`src/rtl/pwm_timer_pkg.sv`:
```
package pwm_timer_pkg;

    localparam int SCALE_W      = 4;

    // configuration bit positions (decoded by software)
    localparam int BIT_STICKY   = 8;
    localparam int BIT_ZEROCMP  = 9;
    localparam int BIT_DEGLITCH = 10;
    localparam int BIT_ALWAYS   = 12;
    localparam int BIT_ONCE     = 13;
    localparam int PEND_LSB     = 28;

    // word indices of the register map
    localparam int WORD_CFG     = 0;
    localparam int WORD_COUNT   = 2;
    localparam int WORD_SCALED  = 4;
    localparam int WORD_CMP0    = 8;

    typedef struct packed {
        logic [SCALE_W-1:0] scale;
        logic               sticky;
        logic               zerocmp;
        logic               deglitch;
        logic               en_always;
        logic               en_once;
    } cfg_t;

endpackage

```
`src/rtl/pwm_counter.sv`:
```
module pwm_counter
    import pwm_timer_pkg::*;
#(
    parameter int CNT_W = 31,
    parameter int CMP_W = 16
) (
    input  logic               clk,
    input  logic               rst,
    input  logic               running,
    input  logic [SCALE_W-1:0] scale,
    input  logic               zerocmp,
    input  logic [CMP_W-1:0]   cmp0,
    input  logic               load,
    input  logic [CNT_W-1:0]   load_val,
    output logic [CNT_W-1:0]   count,
    output logic [CMP_W-1:0]   scaled,
    output logic               restart
);

    typedef struct packed {
        logic [CNT_W-1:0] cnt;
    } cnt_state_t;

    cnt_state_t       st_q, st_d;
    logic [CNT_W-1:0] shifted;
    logic [CNT_W-1:0] win_mask;
    logic             period_end;
    logic             zc_hit;
    logic             unused_shift_hi;

    always_comb begin
        shifted = st_q.cnt >> scale;
        for (int b = 0; b < CNT_W; b++) begin
            win_mask[b] = (b < CMP_W + int'(scale));
        end
        period_end = ((st_q.cnt & win_mask) == win_mask);
        zc_hit     = zerocmp && (shifted[CMP_W-1:0] == cmp0);
        restart    = running && (period_end || zc_hit);

        st_d = st_q;
        if (running) begin
            st_d.cnt = restart ? '0 : st_q.cnt + 1'b1;
        end
        if (load) begin
            st_d.cnt = load_val;
        end
    end

    always_ff @(posedge clk) begin
        if (rst) st_q <= '0;
        else     st_q <= st_d;
    end

    assign count           = st_q.cnt;
    assign scaled          = shifted[CMP_W-1:0];
    assign unused_shift_hi = ^shifted;

endmodule

```
`src/rtl/pwm_channel.sv`:
```
module pwm_channel #(
    parameter int CMP_W = 16
) (
    input  logic             clk,
    input  logic             rst,
    input  logic [CMP_W-1:0] scaled,
    input  logic [CMP_W-1:0] cmp,
    input  logic             running,
    input  logic             restart,
    input  logic             deglitch,
    input  logic             sticky,
    input  logic             pend_wr,
    input  logic             pend_wval,
    output logic             pwm_n,
    output logic             pending
);

    typedef struct packed {
        logic held_high;
        logic pend;
    } ch_state_t;

    ch_state_t st_q, st_d;
    logic      hit;

    always_comb begin
        hit   = (scaled >= cmp);
        pwm_n = hit | (deglitch & st_q.held_high);

        st_d = st_q;
        if (running) begin
            if (restart)  st_d.held_high = 1'b0;
            else if (hit) st_d.held_high = 1'b1;
            st_d.pend = sticky ? (st_q.pend | hit) : hit;
        end
        if (pend_wr) begin
            st_d.pend = pend_wval;
        end
    end

    always_ff @(posedge clk) begin
        if (rst) st_q <= '0;
        else     st_q <= st_d;
    end

    assign pending = st_q.pend;

endmodule

```
`src/rtl/pwm_regs.sv`:
```
module pwm_regs
    import pwm_timer_pkg::*;
#(
    parameter int NCH    = 4,
    parameter int CNT_W  = 31,
    parameter int CMP_W  = 16,
    parameter int ADDR_W = 6
) (
    input  logic                       clk,
    input  logic                       rst,
    input  logic                       bus_sel,
    input  logic                       bus_we,
    input  logic [ADDR_W-1:0]          bus_addr,
    input  logic [31:0]                bus_wdata,
    output logic [31:0]                bus_rdata,
    input  logic [CNT_W-1:0]           count,
    input  logic [CMP_W-1:0]           scaled,
    input  logic [NCH-1:0]             pending,
    input  logic                       once_done,
    output cfg_t                       cfg_q,
    output logic [NCH-1:0][CMP_W-1:0]  cmp_q,
    output logic                       cnt_load,
    output logic [CNT_W-1:0]           cnt_val,
    output logic                       pend_wr,
    output logic [NCH-1:0]             pend_wval
);

    localparam int WIDX_W = ADDR_W - 2;
    localparam logic [WIDX_W-1:0] IDX_CFG    = WIDX_W'(WORD_CFG);
    localparam logic [WIDX_W-1:0] IDX_COUNT  = WIDX_W'(WORD_COUNT);
    localparam logic [WIDX_W-1:0] IDX_SCALED = WIDX_W'(WORD_SCALED);

    typedef struct packed {
        cfg_t                      cfg;
        logic [NCH-1:0][CMP_W-1:0] cmp;
    } reg_state_t;

    reg_state_t        st_q, st_d;
    logic              wr;
    logic [WIDX_W-1:0] widx;
    logic              cfg_wr;
    logic [31:0]       rd;
    logic              unused_bus;

    always_comb begin
        wr     = bus_sel && bus_we;
        widx   = bus_addr[ADDR_W-1:2];
        cfg_wr = wr && (widx == IDX_CFG);

        st_d = st_q;
        if (cfg_wr) begin
            st_d.cfg.scale     = bus_wdata[SCALE_W-1:0];
            st_d.cfg.sticky    = bus_wdata[BIT_STICKY];
            st_d.cfg.zerocmp   = bus_wdata[BIT_ZEROCMP];
            st_d.cfg.deglitch  = bus_wdata[BIT_DEGLITCH];
            st_d.cfg.en_always = bus_wdata[BIT_ALWAYS];
            st_d.cfg.en_once   = bus_wdata[BIT_ONCE];
        end else if (once_done) begin
            st_d.cfg.en_once = 1'b0;
        end
        for (int i = 0; i < NCH; i++) begin
            if (wr && (widx == WIDX_W'(WORD_CMP0 + i))) begin
                st_d.cmp[i] = bus_wdata[CMP_W-1:0];
            end
        end

        cnt_load  = wr && (widx == IDX_COUNT);
        cnt_val   = bus_wdata[CNT_W-1:0];
        pend_wr   = cfg_wr;
        pend_wval = bus_wdata[PEND_LSB +: NCH];

        rd = '0;
        if (widx == IDX_CFG) begin
            rd[SCALE_W-1:0]     = st_q.cfg.scale;
            rd[BIT_STICKY]      = st_q.cfg.sticky;
            rd[BIT_ZEROCMP]     = st_q.cfg.zerocmp;
            rd[BIT_DEGLITCH]    = st_q.cfg.deglitch;
            rd[BIT_ALWAYS]      = st_q.cfg.en_always;
            rd[BIT_ONCE]        = st_q.cfg.en_once;
            rd[PEND_LSB +: NCH] = pending;
        end else if (widx == IDX_COUNT) begin
            rd[CNT_W-1:0] = count;
        end else if (widx == IDX_SCALED) begin
            rd[CMP_W-1:0] = scaled;
        end else begin
            for (int i = 0; i < NCH; i++) begin
                if (widx == WIDX_W'(WORD_CMP0 + i)) begin
                    rd[CMP_W-1:0] = st_q.cmp[i];
                end
            end
        end
        bus_rdata = bus_sel ? rd : '0;
    end

    always_ff @(posedge clk) begin
        if (rst) st_q <= '0;
        else     st_q <= st_d;
    end

    assign cfg_q      = st_q.cfg;
    assign cmp_q      = st_q.cmp;
    assign unused_bus = ^{bus_addr[1:0], bus_wdata};

endmodule

```
`src/rtl/pwm_timer.sv`:
```
module pwm_timer
    import pwm_timer_pkg::*;
#(
    parameter int NCH    = 4,
    parameter int CNT_W  = 31,
    parameter int CMP_W  = 16,
    parameter int ADDR_W = 6
) (
    input  logic              clk,
    input  logic              rst,
    input  logic              bus_sel,
    input  logic              bus_we,
    input  logic [ADDR_W-1:0] bus_addr,
    input  logic [31:0]       bus_wdata,
    output logic [31:0]       bus_rdata,
    output logic [NCH-1:0]    pwm_n,
    output logic [NCH-1:0]    irq
);

    cfg_t                      cfg_q;
    logic [NCH-1:0][CMP_W-1:0] cmp_q;
    logic [CNT_W-1:0]          count_q;
    logic [CMP_W-1:0]          scaled;
    logic                      restart;
    logic                      running;
    logic                      cnt_load;
    logic [CNT_W-1:0]          cnt_val;
    logic                      pend_wr;
    logic [NCH-1:0]            pend_wval;
    logic [NCH-1:0]            pending;

    assign running = cfg_q.en_always | cfg_q.en_once;

    pwm_regs #(
        .NCH(NCH), .CNT_W(CNT_W), .CMP_W(CMP_W), .ADDR_W(ADDR_W)
    ) u_regs (
        .clk(clk), .rst(rst),
        .bus_sel(bus_sel), .bus_we(bus_we), .bus_addr(bus_addr),
        .bus_wdata(bus_wdata), .bus_rdata(bus_rdata),
        .count(count_q), .scaled(scaled), .pending(pending),
        .once_done(restart),
        .cfg_q(cfg_q), .cmp_q(cmp_q),
        .cnt_load(cnt_load), .cnt_val(cnt_val),
        .pend_wr(pend_wr), .pend_wval(pend_wval)
    );

    pwm_counter #(
        .CNT_W(CNT_W), .CMP_W(CMP_W)
    ) u_counter (
        .clk(clk), .rst(rst),
        .running(running), .scale(cfg_q.scale), .zerocmp(cfg_q.zerocmp),
        .cmp0(cmp_q[0]), .load(cnt_load), .load_val(cnt_val),
        .count(count_q), .scaled(scaled), .restart(restart)
    );

    for (genvar g = 0; g < NCH; g++) begin : g_ch
        pwm_channel #(
            .CMP_W(CMP_W)
        ) u_ch (
            .clk(clk), .rst(rst),
            .scaled(scaled), .cmp(cmp_q[g]),
            .running(running), .restart(restart),
            .deglitch(cfg_q.deglitch), .sticky(cfg_q.sticky),
            .pend_wr(pend_wr), .pend_wval(pend_wval[g]),
            .pwm_n(pwm_n[g]), .pending(pending[g])
        );
    end

    assign irq = pending;

endmodule

```
`config.mk`:
```
export PLATFORM = sky130hd
export DESIGN_NAME = pwm_timer
export DESIGN_NICKNAME = d
export VERILOG_FILES = /design/src/rtl/pwm_timer_pkg.sv /design/src/rtl/pwm_counter.sv /design/src/rtl/pwm_channel.sv /design/src/rtl/pwm_regs.sv /design/src/rtl/pwm_timer.sv
export SDC_FILE = /design/constraint.sdc
export NUM_CORES = 1
export LEC_CHECK = 0
export ABC_AREA = 1
export CORE_MARGIN = 5
export CORE_UTILIZATION = 55
export DETAILED_ROUTE_END_ITERATION = 8
export GPL_TIMING_DRIVEN = 0
export PLACE_DENSITY = 0.77
export SKIP_LAST_GASP = 1
export SLEW_MARGIN = 20
export SYNTH_ARGS = -nofsm -noshare
export SYNTH_HDL_FRONTEND = slang
export SYNTH_SLANG_ARGS = --single-unit
export TNS_END_PERCENT = 10
```
`constraint.sdc`:
```
create_clock -name clk -period 8.15 [get_ports clk]
set_input_delay 2.0375 -clock clk [delete_from_list [all_inputs] [get_ports clk]]
set_output_delay 2.0375 -clock clk [all_outputs]
set_load 0.01 [all_outputs]
```
==> impl_results.md <==
* Max incr delay on CP at 0.60 ns
* Commonest cells after routing, fill and taps aside: 269 x nand2_1, 183 x inv_1, 176 x a21oi_1
* Post-Route M1 WL at 13550 um
* Worst slew margin at 24.57%
* Critical path, cell by cell: clkdlybuf4s50_1 -> clkbuf_1 -> clkinv_1 -> nor2_1 -> o21ai_0 -> a21oi_1 -> clkdlybuf4s50_1
* Tightest Hold Check Type: reg2reg
* Core area at 0.01583 sq mm
* Crit path DAT at 4.96 ns
* Max-slew violation count at 0
* Number of enable flip-flop cells after synthesis at 0
* CP delay by family, top: buffers and inverters
* WL met2 at 15390 um
* Top routing layer in use: met5
* Layout net count at 1584
* Worst Skew at 0.01162 ns
* Crit path time final at 6.996 ns
* Met3 wire length at 2662 um
* CTS sink count at 112
* Share of the clock period used by the worst path at 85.84%
* Max Freq at 0.1429 GHz
* Die area at 0.01872 sq mm
* Synth warnings at 0
* Synth Flop Type: dfxtp_1
* Post-CTS setup buffer count at 0
* Slowest cell on the critical path: clkdlybuf4s50_1
* Antenna-violating nets left at 0
* Via-per-instance ratio at 5.956
* Io pins at 82
* Detailed Route Iter0 Violations at 1027
* RSZ-0062 raised after global routing: no
* Power Dens Cells at 122.4 mW/mm^2
* DRC viols at 0
* TritonCTS buffer count at 9
* Die width at 136.8 um
* CTS Buffer Depth at 2
* Antenna diode count at 0
* Outcome: finished, final reports clean
* RePlAce Congestion at 1.020
* # Max-Cap Violations at 0
* Post-synthesis sequential area ratio at 25.35%
* Post-synth net total at 1494
* Pleak at 0.003945 uW
* Clock latency on the worst-skew pair at 0.38 ns
* Grt total ovfl at 0
* Largest net degree at the start of global routing at 23
* Tot GR Track Use at 36.31%
* First-pass GRT wire length at 51940 um
* Post-Syn Instances at 1387
* Critical Path End Type: output pin
* Antenna violations before repair at 1
* Syn avg cell area at 6.378 sq um
* Hpwl dp at 27030 um
* H-tree Lvls at 3
* Share of layout cells above drive strength 1 at 6.005%
* # hold bufs at CTS at 0
* Worst setup SP type: input pin
* Die Span Y at 136.8 um
* VDD IR-drop max at 0.1376 mV
* Vias in the first global route at 9408
* Util after Layout at 64.53%
* Total wire length at 33940 um
* DR vias at 10114
* WP buf/inv at 4
* Worst-Margin Slew at 1.114 ns
* Post-detailed-route wirelength per cell at 19.99 um
* TritonRoute pass-1 iters at 6
* CTS tree: done
* Initial core utilization at 55.89%
* Area grow syn2layout at 15.46%
* Final setup viols at 0
* Clk pin slew, worst setup/hold paths at 0.09 ns
* Reg2reg setup slack at 4.20 ns
* Post-Syn Area at 0.008846 sq mm
* Max FO, Critical Path at 10
* Crit path top cell by count: clkdlybuf4s50_1
* Site Rows at 46
* Async SR Flop Fraction at 0%
* Root buffer cell: clkbuf_16
* Crit path required time at 6.11 ns
* Synth Register Bits at 112
* PostCTS Resize Cnt at 0
* Number of distinct library cells after synthesis at 44
* Port bufs at 79
* Final hold violation count at 0
* Sum Neg Setup Slack at 0 ns
* Commonest non-fill, non-tap cell in the layout: nand2_1
* Crit Path Class: in2out
==> per-layer routing <==
layer  up-vias  track usage [%]
met1      4621            44.84
li1       4836                -
met3       142            6.066
met2       513            59.34
met4         2            21.67
met5         -                0
==> final cells by class <==
class	count	area, sq um
sequential	112	2242
inverter	193	724.4
timing repair buffer	79	790.8
tap	216	270.3
buffer	75	384.1
clock inverter	7	81.33
multi-input combinational	1007	5495
fill	1540	5614
clock buffer	9	225.2
==> synthesized netlist by cell type, types with 12 or more instances <==
master    count  area, sq um
a21oi_1     176        880.8
clkbuf_1     48        180.2
dfxtp_1     112         2242
ha_1         65        813.3
inv_1       183        686.9
mux2i_1      12        120.1
nand2_1     269         1010
nand3_1      52        260.3
nor2_1       82        307.8
nor3_1       39        195.2
o211ai_1     13        97.59
o21ai_0     158        790.8
o21ai_1      35        175.2
o22ai_1      19        118.9
xor2_1       12        105.1
==> kinds of logic (layout without fill, tap and decap cells) <==
logic type | count (synthesis) | count (layout) | synth area share (%)
adders and majority gates | 65 | 65 | 9.194
muxes | 12 | 12 | 1.358
buffers and inverters | 268 | 363 | 12.53
xor gates and xnor gates | 12 | 12 | 1.188
DFF | 112 | 112 | 25.35
AOI/OAI and AO/OA | 437 | 437 | 26.76
and+or+nand+nor | 481 | 481 | 23.62
==> state kept, by name, summed over array words and instances, names as in the netlist <==
name	flops
u_counter.count	31
g_ch.u_ch.st_q	4
g_ch.u_ch.pending	4
u_regs.cmp_q	64
u_regs.cfg_q	9
==> power by group <==
part           internal [uW]  total [uW]  switching [uW]
clock network            222         486             263
registers                554         558            4.48
logic                   77.8         206             129
total                    854        1250             397
==> through the flow <==
stage | instances | area [sq um] | worst slack, ns | hold slack (ns) | total power (uW)
after global routing | 1698 | 10210 | 1.034 | 0.4943 | 1287
after global placement | 1682 | 9907 | 1.246 | 0.4452 | 769.8
after CTS | 1698 | 10210 | 1.250 | 0.4647 | 1240
final | 1698 | 10210 | 1.154 | 0.4623 | 1251
after detailed placement | 1682 | 9907 | 1.252 | 0.4514 | 772.3
after floorplan | 1387 | 8846 | 2.901 | 0.4361 | 679.7
==> worst paths after layout <==
check | from | end | depth (start not counted)
worst min-delay path | g_ch[2].u_ch.st_q[1] | g_ch[2].u_ch.st_q[1] | 2
worst min register to register | g_ch[2].u_ch.st_q[1] | g_ch[2].u_ch.st_q[1] | 2
worst max-delay path | bus_sel | bus_rdata[14] | 7
worst max register to register | u_regs.cfg_q[6] | u_counter.count[1] | 15
==> worst register-to-register path, delay by kind of cell (launching register included) <==
| kind | cells | cell delay [ns] |
|---|---|---|
| adder cells (fa/ha/maj) | 1 | 0.26 |
| AO/OA/AOI/OAI | 3 | 1.20 |
| buffers and inverters | 4 | 0.82 |
| flip-flops | 1 | 0.43 |
| AND/OR/NAND/NOR | 7 | 1.10 |
No activity file was read; power rests on OpenSTA's default activity.
